### src/rtl/tmr8_pkg.sv
package tmr8_pkg;
  localparam int CNT_W      = 8;
  localparam int RATE_W     = 3;
  localparam int HOLD_CYC   = 2;
  localparam int SYNC_DEPTH = 3;
endpackage

### src/rtl/tmr8_src_sync.sv
module tmr8_src_sync
  import tmr8_pkg::*;
#(
  parameter int DEPTH = SYNC_DEPTH
) (
  input  logic clk_i,
  input  logic rst_ni,
  input  logic cyc_en_i,
  input  logic pin_i,
  input  logic cmp_i,
  input  logic src_sel_i,
  input  logic edge_fall_i,
  output logic evt_o
);
  logic             raw;
  logic [DEPTH-1:0] sh_q;

  // polarity folded in so only rising edges are detected downstream
  assign raw = (src_sel_i ? cmp_i : pin_i) ^ edge_fall_i;

  always_ff @(posedge clk_i or negedge rst_ni) begin
    if (!rst_ni)       sh_q <= '0;
    else if (cyc_en_i) sh_q <= {sh_q[DEPTH-2:0], raw};
  end

  assign evt_o = cyc_en_i & sh_q[DEPTH-2] & ~sh_q[DEPTH-1];

  p_evt_single_r7: assert property (@(posedge clk_i) disable iff (!rst_ni)
    evt_o |=> !evt_o);
endmodule

### src/rtl/tmr8_prescaler.sv
module tmr8_prescaler
  import tmr8_pkg::*;
#(
  parameter int RW = RATE_W
) (
  input  logic          clk_i,
  input  logic          rst_ni,
  input  logic          clr_i,
  input  logic          evt_i,
  input  logic [RW-1:0] rate_i,
  output logic          tick_o
);
  localparam int PW = 2 ** RW;

  logic [PW-1:0] cnt_q;
  logic [PW-1:0] mask;

  always_comb begin
    for (int i = 0; i < PW; i++) mask[i] = (i <= int'(rate_i));
  end

  always_ff @(posedge clk_i or negedge rst_ni) begin
    if (!rst_ni)     cnt_q <= '0;
    else if (clr_i)  cnt_q <= '0;
    else if (evt_i)  cnt_q <= cnt_q + 1'b1;
  end

  assign tick_o = evt_i & ~clr_i & ((cnt_q | ~mask) == '1);

  p_tick_spaced_r4: assert property (@(posedge clk_i) disable iff (!rst_ni)
    tick_o |=> !tick_o);
endmodule

### src/rtl/tmr8_cnt_reg.sv
module tmr8_cnt_reg
  import tmr8_pkg::*;
#(
  parameter int W    = CNT_W,
  parameter int HOLD = HOLD_CYC
) (
  input  logic         clk_i,
  input  logic         rst_ni,
  input  logic         cyc_en_i,
  input  logic         wr_en_i,
  input  logic [W-1:0] wr_data_i,
  input  logic         inc_i,
  output logic [W-1:0] count_o,
  output logic         ovf_o,
  output logic         hold_o
);
  localparam int HW = $clog2(HOLD + 1);

  logic [HW-1:0] hold_q;
  logic [W-1:0]  cnt_q;
  logic          ovf_q;

  always_ff @(posedge clk_i or negedge rst_ni) begin
    if (!rst_ni) begin
      hold_q <= '0;
      cnt_q  <= '0;
      ovf_q  <= 1'b0;
    end else begin
      ovf_q <= 1'b0;
      if (wr_en_i) begin
        cnt_q  <= wr_data_i;
        hold_q <= HW'(HOLD);
      end else begin
        if (cyc_en_i && hold_q != '0) hold_q <= hold_q - 1'b1;
        if (inc_i) begin
          cnt_q <= cnt_q + 1'b1;
          ovf_q <= (cnt_q == '1);
        end
      end
    end
  end

  assign count_o = cnt_q;
  assign ovf_o   = ovf_q;
  assign hold_o  = (hold_q != '0);

  p_hold_r3: assert property (@(posedge clk_i) disable iff (!rst_ni)
    (hold_q != '0 && !wr_en_i) |=> $stable(cnt_q));
  p_idle_r2: assert property (@(posedge clk_i) disable iff (!rst_ni)
    (!cyc_en_i && !wr_en_i) |=> $stable(cnt_q));
  p_step_r2: assert property (@(posedge clk_i) disable iff (!rst_ni)
    !wr_en_i |=> (cnt_q == $past(cnt_q) || cnt_q == $past(cnt_q) + 1'b1));
  p_ovf_zero_r9: assert property (@(posedge clk_i) disable iff (!rst_ni)
    ovf_o |-> (cnt_q == '0));
endmodule

### src/rtl/tmr8_core.sv
module tmr8_core
  import tmr8_pkg::*;
#(
  parameter int W  = CNT_W,
  parameter int RW = RATE_W
) (
  input  logic          clk_i,
  input  logic          rst_ni,
  input  logic          cyc_en_i,
  input  logic          wr_en_i,
  input  logic [W-1:0]  wr_data_i,
  input  logic          ext_pin_i,
  input  logic          cmp_out_i,
  input  logic          mode_cnt_i,
  input  logic          src_sel_i,
  input  logic          edge_fall_i,
  input  logic          psa_wdt_i,
  input  logic [RW-1:0] ps_rate_i,
  output logic [W-1:0]  count_o,
  output logic          ovf_o,
  output logic          wdt_tick_o
);
  logic src_evt, base_ok, ps_in, ps_tick, inc, hold;

  tmr8_src_sync i_sync (
    .clk_i, .rst_ni, .cyc_en_i,
    .pin_i(ext_pin_i), .cmp_i(cmp_out_i),
    .src_sel_i, .edge_fall_i,
    .evt_o(src_evt)
  );

  // events on frozen strobes or on a write edge are dropped entirely
  assign base_ok = (mode_cnt_i ? src_evt : cyc_en_i) & ~hold & ~wr_en_i;
  assign ps_in   = psa_wdt_i ? cyc_en_i : base_ok;

  tmr8_prescaler #(.RW(RW)) i_ps (
    .clk_i, .rst_ni,
    .clr_i(wr_en_i & ~psa_wdt_i),
    .evt_i(ps_in), .rate_i(ps_rate_i),
    .tick_o(ps_tick)
  );

  assign inc        = psa_wdt_i ? base_ok : ps_tick;
  assign wdt_tick_o = psa_wdt_i & ps_tick;

  tmr8_cnt_reg #(.W(W)) i_cnt (
    .clk_i, .rst_ni, .cyc_en_i, .wr_en_i, .wr_data_i,
    .inc_i(inc), .count_o, .ovf_o, .hold_o(hold)
  );

  p_wdt_on_strobe_r8: assert property (@(posedge clk_i) disable iff (!rst_ni)
    wdt_tick_o |-> cyc_en_i);
endmodule

### config.mk
export PLATFORM = sky130hd
export DESIGN_NAME = tmr8_core
export DESIGN_NICKNAME = d
export VERILOG_FILES = /design/src/rtl/tmr8_pkg.sv /design/src/rtl/tmr8_src_sync.sv /design/src/rtl/tmr8_prescaler.sv /design/src/rtl/tmr8_cnt_reg.sv /design/src/rtl/tmr8_core.sv
export SDC_FILE = /design/constraint.sdc
export NUM_CORES = 1
export LEC_CHECK = 0
export ABC_AREA = 1
export BUFFER_PORTS_ARGS = -buffer_cell sky130_fd_sc_hd__buf_4
export CAP_MARGIN = 20
export CORE_MARGIN = 1.5
export CORE_UTILIZATION = 53
export CTS_BUF_LIST = sky130_fd_sc_hd__clkbuf_16
export DETAILED_ROUTE_END_ITERATION = 12
export PLACE_DENSITY = 0.79
export SLEW_MARGIN = 5
export SYNTH_ARGS = -nofsm -noshare
export SYNTH_HDL_FRONTEND = slang
export SYNTH_SLANG_ARGS = --single-unit
### constraint.sdc
create_clock -name clk_i -period 1.8 [get_ports clk_i]
set_input_delay 0.18 -clock clk_i [delete_from_list [all_inputs] [get_ports clk_i]]
set_output_delay 0.18 -clock clk_i [all_outputs]
set_load 0.02 [all_outputs]
==> impl_metrics.tcl, run 1 <==
set metrics [dict create \
    outcome "completed" \
    synth_largest_area_cell "dfrtp_1" \
    grt_overflow 0 \
    synthesis.area_um2 1340 \
    setup_tns_ps 0 \
    dpl.hpwl_mm 2.31 \
    power_leakage_uw 0.000865 \
    core_um2 2430 \
    timing.hold.ws_ps 168 \
    syn_area_per_cell_um2 7.38 \
    crit_fanout 7 \
    antenna_found_initial 0 \
    ioPinCount 31 \
    fmax_mhz 666 \
    synth_nets 205 \
    place_area_um2 1590 \
    areaGrowthSynthToFinish_pct 25.4 \
    viasPerCell 5.46 \
    cp_top_family "flip-flops" \
    grt_util_met3_pct 4.80 \
    final-hold-violation-count 0 \
    synth_flop_cell "dfrtp_1" \
    drt-initial-drc-count 31 \
    startpoint_type "register" \
    grt-busiest-layer "met2" \
    ctsResizeCount 0 \
    num_vias 1326 \
    cts_root_buffer "clkbuf_16" \
    antenna_left 0 \
    routabilityCongestion 0.897 \
    cts.reportedPaths.clkPinSlew_ps 60 \
    cp_num_buf_inv 1 \
    portBuffers 30 \
    wire_per_inst_um 12.5 \
    min_period_ps 1500 \
    drv_slew 0 \
    grt_use_met2_pct 43.0 \
    cts_tree "done" \
    peakVddDrop_mv 0.590 \
    rsz0062_at_grt "no" \
    die_area_um2 2830 \
    slew_headroom_pct 74.5 \
    die_x_um 53.2 \
    end_kind "primary output" \
    grt_pass1_vias 1212 \
    worst_pin_slew_ps 379 \
    synth_area_leaders "dfrtp_1, nand2_1, nand3_1" \
    drc 0 \
    fin_skew_ps 2.35 \
    num-nets-final 239 \
    finalInstanceArea_um2 1680 \
    synth_common_cells "nand2_1, dfrtp_1, nand3_1" \
    met1_usage_pct 28.9 \
    initial_core_util_pct 54.9 \
    ys_types 23 \
    cp_cell_sequence "nand2_1, nand2_1, nand3_1, nand2_1, nand2_1, nor2_1, buf_4" \
    track_usage_pct 24.9 \
    cts_max_level 1 \
    cellPowerDensity_nw_per_um2 814 \
    grt_max_degree 23 \
    synth_most_common_cell "nand2_1" \
    period_share_pct 83.5 \
    maxCapViolCount 0 \
    ys_seq_area_share_pct 41.2 \
    yosys_warnings 0 \
    path_common_cell "nand2_1" \
    crit_required_ps 1620 \
    layout-drive-gt1-share_pct 18.8 \
    critPathMaxStageDelay_ps 460 \
    ys_seq_elements 22 \
    firstDrtPassIters 4 \
    netlist_instances 181 \
    die_y_um 53.2 \
    cts_num_sinks 22 \
    insertion_delay_ps 250 \
    wl_mm 3.03 \
    cp.arrival_ps 1320 \
    antenna_cells 0 \
    rows 18 \
    critPathKind "reg2out" \
    synth_edf_count 0 \
    synth_top_cell_area_share_pct 41.2 \
    numCtsBuffers 3 \
    cts_buffer_depth 2 \
    async_flop_share_pct 100 \
    setup_viol 0 \
    slowest_stage "dfrtp_1" \
    grt_first_pass_wirelength_mm 5.05 \
    hp-class "in2reg" \
]
[flip-flops by register name, summed over array words and instances, names as in the netlist]
signal         flops
i_cnt.hold_q       2
i_sync.sh_q        3
i_cnt.ovf_o        1
i_cnt.count_o      8
i_ps.cnt_q         8
[repair_timing]
action                    CTS  global route
hold endpoints to repair   22             0
hold buffers                1             0
setup buffers               0             0
[layer usage]
layer / vias up / routed length (um)
met1: 622 / 1300
met4: 0 / 61
met5: - / 0
li1: 659 / -
met2: 39 / 1550
met3: 6 / 122
[through the flow]
stage	worst slack [ps]	utilization [%]	cells	power (uW)
after global routing	153	68.9	243	1440
after detailed placement	365	65.4	239	914
after global placement	427	65.4	239	902
final	298	68.9	243	1360
after CTS	288	68.9	243	1380
after floorplan	438	-	181	782
[report_power, final]
group	total (uW)	switching, uW	internal [uW]
clock network	455	162	293
logic	305	173	131
registers	605	58.5	546
total	1360	394	971
[layout by cell type, fill, tap and decap left out]
cell type       n
clkbuf_16       3
nand3_1        20
inv_2           1
nor2_1         10
o21ai_0        15
buf_4          30
nand2_4         2
nand2_2         1
and3_1          1
o21ai_1         3
xor2_1          6
mux2i_1         1
xnor2_1         2
and2_4          1
nand3_2         2
a21oi_1         6
dlygate4sd3_1   1
ha_1            3
nand4_1         5
dfrtp_1        22
nand2_1        53
inv_1          19
nand3b_1        1
nor3_1          5
[worst paths after layout]
path | depth (start not counted) | startpoint | endpoint | slack, ps
setup / recovery | 7 | i_ps.cnt_q[2]$_DFFE_PN0P_ | wdt_tick_o | 300
hold / removal | 2 | cyc_en_i | i_sync.sh_q[1]$_DFFE_PN0P_ | 170
setup reg to reg | 8 | i_cnt.hold_q[1]$_DFFE_PN0P_ | i_cnt.count_o[6]$_DFFE_PN0P_ | 390
hold reg to reg | 2 | i_sync.sh_q[0]$_DFFE_PN0P_ | i_sync.sh_q[0]$_DFFE_PN0P_ | 480
max in group asynchronous | 2 | rst_ni | i_ps.cnt_q[4]$_DFFE_PN0P_ | 1220
min in group asynchronous | 2 | rst_ni | i_ps.cnt_q[6]$_DFFE_PN0P_ | 350
[cell families (layout without fill, tap and decap cells)]
logic type | count (synthesis) | count (layout) | share of synthesized area, %
buffers and inverters | 22 | 54 | 6.27
AND/OR/NAND/NOR | 101 | 101 | 34.7
AO/OA/AOI/OAI | 24 | 24 | 8.99
adder cells (fa/ha/maj) | 3 | 3 | 2.81
flip-flops | 22 | 22 | 41.2
multiplexers | 1 | 1 | 0.749
XOR/XNOR | 8 | 8 | 5.24
[worst reg2reg max path, delay by kind of cell (launching register included)]
kind / cells / cell delay, ps
AND/OR/NAND/NOR: 6 / 710
flip-flops: 1 / 360
buffers and inverters: 1 / 50
adder cells (fa/ha/maj): 1 / 180
[area by class of cell]
cell class	instances	area, um^2
fillers	212	757
multi-input cells	137	702
flip-flops and latches	22	551
repair buffers	31	235
clock buffers	3	75.1
inverters	20	75.1
well taps	30	37.5
Power figures use the tool's default switching activity.
==> run 2: changes to the inputs <==
CORE_ASPECT_RATIO = 2   (was default)
CORE_UTILIZATION = 48   (was 53)
PLACE_DENSITY = 0.75   (was 0.79)
clock period = 1.3 ns   (was 1.8 ns; I/O delays follow)
==> run 2 against run 1 <==
The flow now finishes with violations (setup timing). Setup slack lost 440 ps. Critical path depth is 1 higher. Combinational power up 94%. First-iteration DRC count up 19%. Count of clock-buffer cells in the layout is the same. Via count up 12%. Global-route usage increased by 2.9 points. Largest power group is now clock.
==> impl_metrics.tcl, run 2 (same netlist as run 1, synthesis figures left out) <==
set metrics [dict create \
    outcome "finished, violations left" \
    firstDrtPassIters 5 \
    insertion_delay_ps 260 \
    antenna_left 0 \
    die_y_um 77.6 \
    rsz0062_at_grt "yes" \
    p_int_uw 1650 \
    peakVddDrop_mv 0.838 \
    drt-initial-drc-count 37 \
    critPathMaxStageDelay_ps 400 \
    seq_area_um2 556 \
    cp_cell_sequence "inv_2, ha_4, and3_4, nand3_4, nand2_4, nand2_2, o21ai_1, nor2_1" \
    crit_required_ps 1430 \
    wire_per_inst_um 15.2 \
    die_area_um2 3130 \
    layout-drive-gt1-share_pct 40.3 \
    period_share_pct 111 \
    rows 26 \
    dpl.hpwl_mm 2.72 \
    antenna_found_initial 0 \
    num-nets-final 268 \
    layout_commonest_cell "buf_4" \
    cellPowerDensity_nw_per_um2 1140 \
    worst_pin_slew_ps 312 \
    cp_top_family "simple AND/OR/NAND/NOR gates" \
    p_seq_share_pct 36.5 \
    violations "setup timing" \
    hold_start "cyc_en_i" \
    final-hold-violation-count 0 \
    slowest_stage "dfrtp_1" \
    areaGrowthSynthToFinish_pct 50.7 \
    core_um2 2600 \
    end_kind "register" \
    cp_num_buf_inv 1 \
    regToRegStartpoint "i_cnt.hold_q[1]$_DFFE_PN0P_" \
    portBuffers 30 \
    p_comb_share_pct 25.8 \
    setup_viol 18 \
    final_cell_mix "buf_4, nand2_1, nand3_1, dfrtp_1, o21ai_0" \
    grt_first_pass_wirelength_mm 6.17 \
    drv_slew 0 \
    initial_core_util_pct 51.3 \
    grt_overflow 0 \
    cts_root_buffer "clkbuf_16" \
    power_leakage_uw 0.00102 \
    wl_mm 4.13 \
    slew_headroom_pct 79.1 \
    setup_ws_ps -146 \
    p_sw_uw 645 \
    startpoint_type "register" \
    ioPinCount 31 \
    antenna_cells 0 \
    fmax_mhz 692 \
    track_usage_pct 27.8 \
    power.share.switching_pct 28.1 \
    clockPowerShare_pct 37.7 \
    viasPerCell 5.47 \
    final_core_util_pct 77.4 \
    fin_skew_ps 3.72 \
    cts_buffer_depth 2 \
    min_period_ps 1450 \
    crit_fanout 6 \
    maxCapViolCount 0 \
    cts_num_sinks 22 \
    die_x_um 40.3 \
    cp.arrival_ps 1580 \
    crit_path_start "i_cnt.hold_q[1]$_DFFE_PN0P_" \
    cts_max_level 1 \
    pre_cts_slack_ps -117 \
    cts_tree "done" \
    routabilityCongestion 0.763 \
    hp-class "in2reg" \
    drc 0 \
    critPathKind "reg2reg" \
    grt_pass1_vias 1459 \
    numCtsBuffers 3 \
    cts.reportedPaths.clkPinSlew_ps 60 \
    nFillCells 181 \
    multiInputGateArea_um2 779 \
    num_vias 1482 \
    grt_max_degree 23 \
]
## run 2: final timing paths
path / endpoint / slack, ps / depth (start not counted)
max: i_ps.cnt_q[2]$_DFFE_PN0P_ / -150 / 8
min reg2reg: i_sync.sh_q[0]$_DFFE_PN0P_ / 500 / 2
max in group asynchronous: i_ps.cnt_q[2]$_DFFE_PN0P_ / 760 / 2
min in group asynchronous: i_ps.cnt_q[5]$_DFFE_PN0P_ / 300 / 2
max reg2reg: i_ps.cnt_q[2]$_DFFE_PN0P_ / -150 / 8
min: i_sync.sh_q[1]$_DFFE_PN0P_ / 100 / 2
## run 2: per-stage QoR
step | hold slack, ps | setup TNS [ps] | cell area (um^2) | cells | total power [uW]
after floorplan | -166 | 0 | 1340 | 181 | 1080
after global placement | 36.3 | -204 | 1730 | 255 | 1310
after detailed placement | 36.7 | -899 | 1730 | 255 | 1330
after CTS | 103 | -637 | 1920 | 264 | 2240
after global routing | 113 | -2690 | 2010 | 271 | 2400
final | 105 | -1620 | 2010 | 271 | 2300
## run 2: power by group through the flow
stage	Sequential, uW	Clock [uW]	Combinational (uW)
2_1_floorplan	877	0	208
3_3_place_gp	841	0	469
3_5_place_dp	842	0	489
4_1_cts	834	875	528
5_1_grt	850	901	649
6_report	839	866	593
## run 2: metal layers
layer / global-route usage (%) / vias up / part of all wire [%]
met1: 27.2 / 698 / 35
li1: - / 721 / -
met5: 0 / - / 0
met2: 51.5 / 53 / 59
met3: 3.71 / 10 / 3.5
met4: 12.3 / 0 / 2.4
## run 2: worst register-to-register path, delay by kind of cell (launching register included)
kind / cells / cell delay [ps]
buffers and inverters: 1 / 90
and+or+nand+nor: 5 / 550
adders and majority gates: 1 / 140
AOI/OAI and AO/OA: 1 / 140
DFF: 1 / 400
## run 2: area by class of cell
| cell class | count | share of cell area, % |
|---|---|---|
| clock buffer | 3 | 3.73 |
| multi-input combinational | 137 | 38.7 |
| inverter | 20 | 3.73 |
| clock inverter | 1 | 1.49 |
| sequential | 22 | 27.6 |
| timing repair buffer | 60 | 23.0 |
| tap | 28 | 1.74 |
## run 2: timing repair
item,in CTS,in global routing
hold endpoints to repair,22,0
hold buffers,1,0
setup buffers,4,7
setup endpoints to repair,18,18
pin swaps,4,9
resized for setup,14,22
==> run 3: changes to the inputs <==
CORE_ASPECT_RATIO = default   (was 2)
CORE_MARGIN = 2   (was 1.5)
CORE_UTILIZATION = 53   (was 48)
PLACE_DENSITY = 0.79   (was 0.75)
clock period = 1.6 ns   (was 1.3 ns; I/O delays follow)
==> run 3 against run 2 <==
The run now ends clean. Register-to-register slack improved by 280 ps. Die area fell by 6.1%. Global-route usage fell by 3.4 points. Worst hold slack improved by 22 ps. Wire length fell by 23%. Maximum frequency fell by 1.3%. Via count fell by 11%. Sequential power fell by 19%. Largest power group is now sequential cells.
==> impl_metrics.tcl, run 3 (same netlist as run 1, synthesis figures left out) <==
set metrics [dict create \
    hold_depth 2 \
    r2r_end "i_ps.cnt_q[2]$_DFFE_PN0P_" \
    viasPerCell 5.34 \
    startpoint_type "register" \
    p_seq_share_pct 43.2 \
    maxCapViolCount 0 \
    slew_headroom_pct 71.8 \
    reg2regPathDepth 8 \
    end_kind "register" \
    cp.depth 8 \
    ioPinCount 31 \
    grt_max_degree 23 \
    insertion_delay_ps 250 \
    cts_tree "done" \
    num_vias 1325 \
    dpl.hpwl_mm 2.34 \
    grt_overflow 0 \
    hp-class "in2reg" \
    cts.reportedPaths.clkPinSlew_ps 60 \
    numCtsBuffers 3 \
    p_sw_uw 460 \
    hold_start "cyc_en_i" \
    clockPowerShare_pct 33.7 \
    grt_pass1_vias 1267 \
    antenna_found_initial 0 \
    power.share.switching_pct 29.3 \
    rrSetupSlack_ps 130 \
    core_um2 2430 \
    firstDrtPassIters 4 \
    peakVddDrop_mv 0.619 \
    die_x_um 54.2 \
    layout_commonest_cell "nand2_1" \
    initial_core_util_pct 54.9 \
    cts_max_level 1 \
    outcome "completed" \
    final_cell_mix "nand2_1, buf_4, dfrtp_1, nand3_1, inv_1" \
    die_y_um 54.2 \
    portBuffers 30 \
    p_int_uw 1110 \
    die_area_um2 2940 \
    min_period_ps 1470 \
    crit_required_ps 1750 \
    power_leakage_uw 0.000885 \
    period_share_pct 91.6 \
    fin_skew_ps 2.35 \
    layout-drive-gt1-share_pct 20.6 \
    track_usage_pct 24.5 \
    critPathMaxStageDelay_ps 360 \
    fmax_mhz 682 \
    cellPowerDensity_nw_per_um2 917 \
    num-nets-final 243 \
    cts_root_buffer "clkbuf_16" \
    pre_cts_slack_ps 183 \
    cts_buffer_depth 2 \
    antenna_cells 0 \
    wl_mm 3.16 \
    timing.hold.ws_ps 127 \
    hold_path_end "i_sync.sh_q[1]$_DFFE_PN0P_" \
    final-hold-violation-count 0 \
    regToRegStartpoint "i_cnt.hold_q[0]$_DFFE_PN0P_" \
    p_comb_share_pct 23.1 \
    worst_pin_slew_ps 420 \
    cp_cell_sequence "inv_1, ha_1, and3_1, nand3_2, nand2_2, nand2_1, o21ai_1, nor2_1" \
    slowest_stage "dfrtp_1" \
    cp_num_buf_inv 1 \
    critPathKind "reg2reg" \
    drv_slew 0 \
    drc 0 \
    cts_num_sinks 22 \
    grt_first_pass_wirelength_mm 5.17 \
    drt-initial-drc-count 34 \
    routabilityCongestion 0.774 \
    antenna_left 0 \
    setup_viol 0 \
    cp.arrival_ps 1610 \
    wire_per_inst_um 12.8 \
    setup_ws_ps 134 \
    cp_top_family "simple AND/OR/NAND/NOR gates" \
    rows 18 \
    areaGrowthSynthToFinish_pct 28.0 \
    crit_fanout 7 \
]
==> run 3: cell count changes in the layout (fill, tap and decap cells not counted), sizes merged <==
cell    before  now
clkinv       0    1
bufinv       1    0
buf         59   34
==> run 3: stage by stage <==
stage	cells	util (%)	setup TNS, ps	area [um^2]	power [uW]
after global placement	241	66.0	0	1610	1020
final	248	70.3	0	1710	1570
after CTS	246	69.7	0	1690	1570
after global routing	248	70.3	-19.8	1710	1660
after detailed placement	241	66.0	0	1610	1030
after floorplan	181	-	0	1340	880
==> run 3: power by group through the flow <==
stage          logic, uW  registers (uW)  clock network (uW)
6_report             362             678                 529
5_1_grt              406             688                 564
4_1_cts              351             679                 538
3_5_place_dp         347             687                   0
3_3_place_gp         331             685                   0
2_1_floorplan        169             711                   0
==> run 3: area by class of cell <==
type / instances / area [um^2]
Inverter: 20 / 75.1
Multi-Input combinational cell: 137 / 702
Clock inverter: 1 / 3.75
Fill cell: 204 / 722
Tap cell: 30 / 37.5
Timing Repair Buffer: 35 / 265
Sequential cell: 22 / 552
Clock buffer: 3 / 75.1
==> run 3: worst max-delay path by stage <==
stage / from / endpoint / slack, ps
final: i_cnt.hold_q[0]$_DFFE_PN0P_ / i_ps.cnt_q[2]$_DFFE_PN0P_ / 130
after global routing: i_cnt.hold_q[0]$_DFFE_PN0P_ / i_ps.cnt_q[2]$_DFFE_PN0P_ / -20
after CTS: i_ps.cnt_q[2]$_DFFE_PN0P_ / wdt_tick_o / 100
after detailed placement: i_ps.cnt_q[2]$_DFFE_PN0P_ / i_cnt.count_o[0]$_DFFE_PN0P_ / 180
after global placement: i_cnt.hold_q[0]$_DFFE_PN0P_ / i_cnt.count_o[0]$_DFFE_PN0P_ / 250
after floorplan: i_cnt.count_o[0]$_DFFE_PN0P_ / i_cnt.count_o[6]$_DFFE_PN0P_ / 240
==> run 3: what timing repair did <==
action | CTS | global route
hold buffers | 1 | 0
gates resized for setup | 0 | 1
buffers inserted | 0 | 2
endpoints found under the hold margin | 22 | 0
setup endpoints to repair | 0 | 1
==> run 3: per-layer routing <==
| metal | share of wire [%] | vias up | GRT usage, % |
|---|---|---|---|
| met3 | 3.1 | 5 | 3.28 |
| met1 | 43 | 626 | 29.2 |
| met4 | 1.2 | 0 | 7.50 |
| met2 | 53 | 28 | 45.2 |
| li1 | - | 666 | - |
| met5 | 0 | - | 0 |
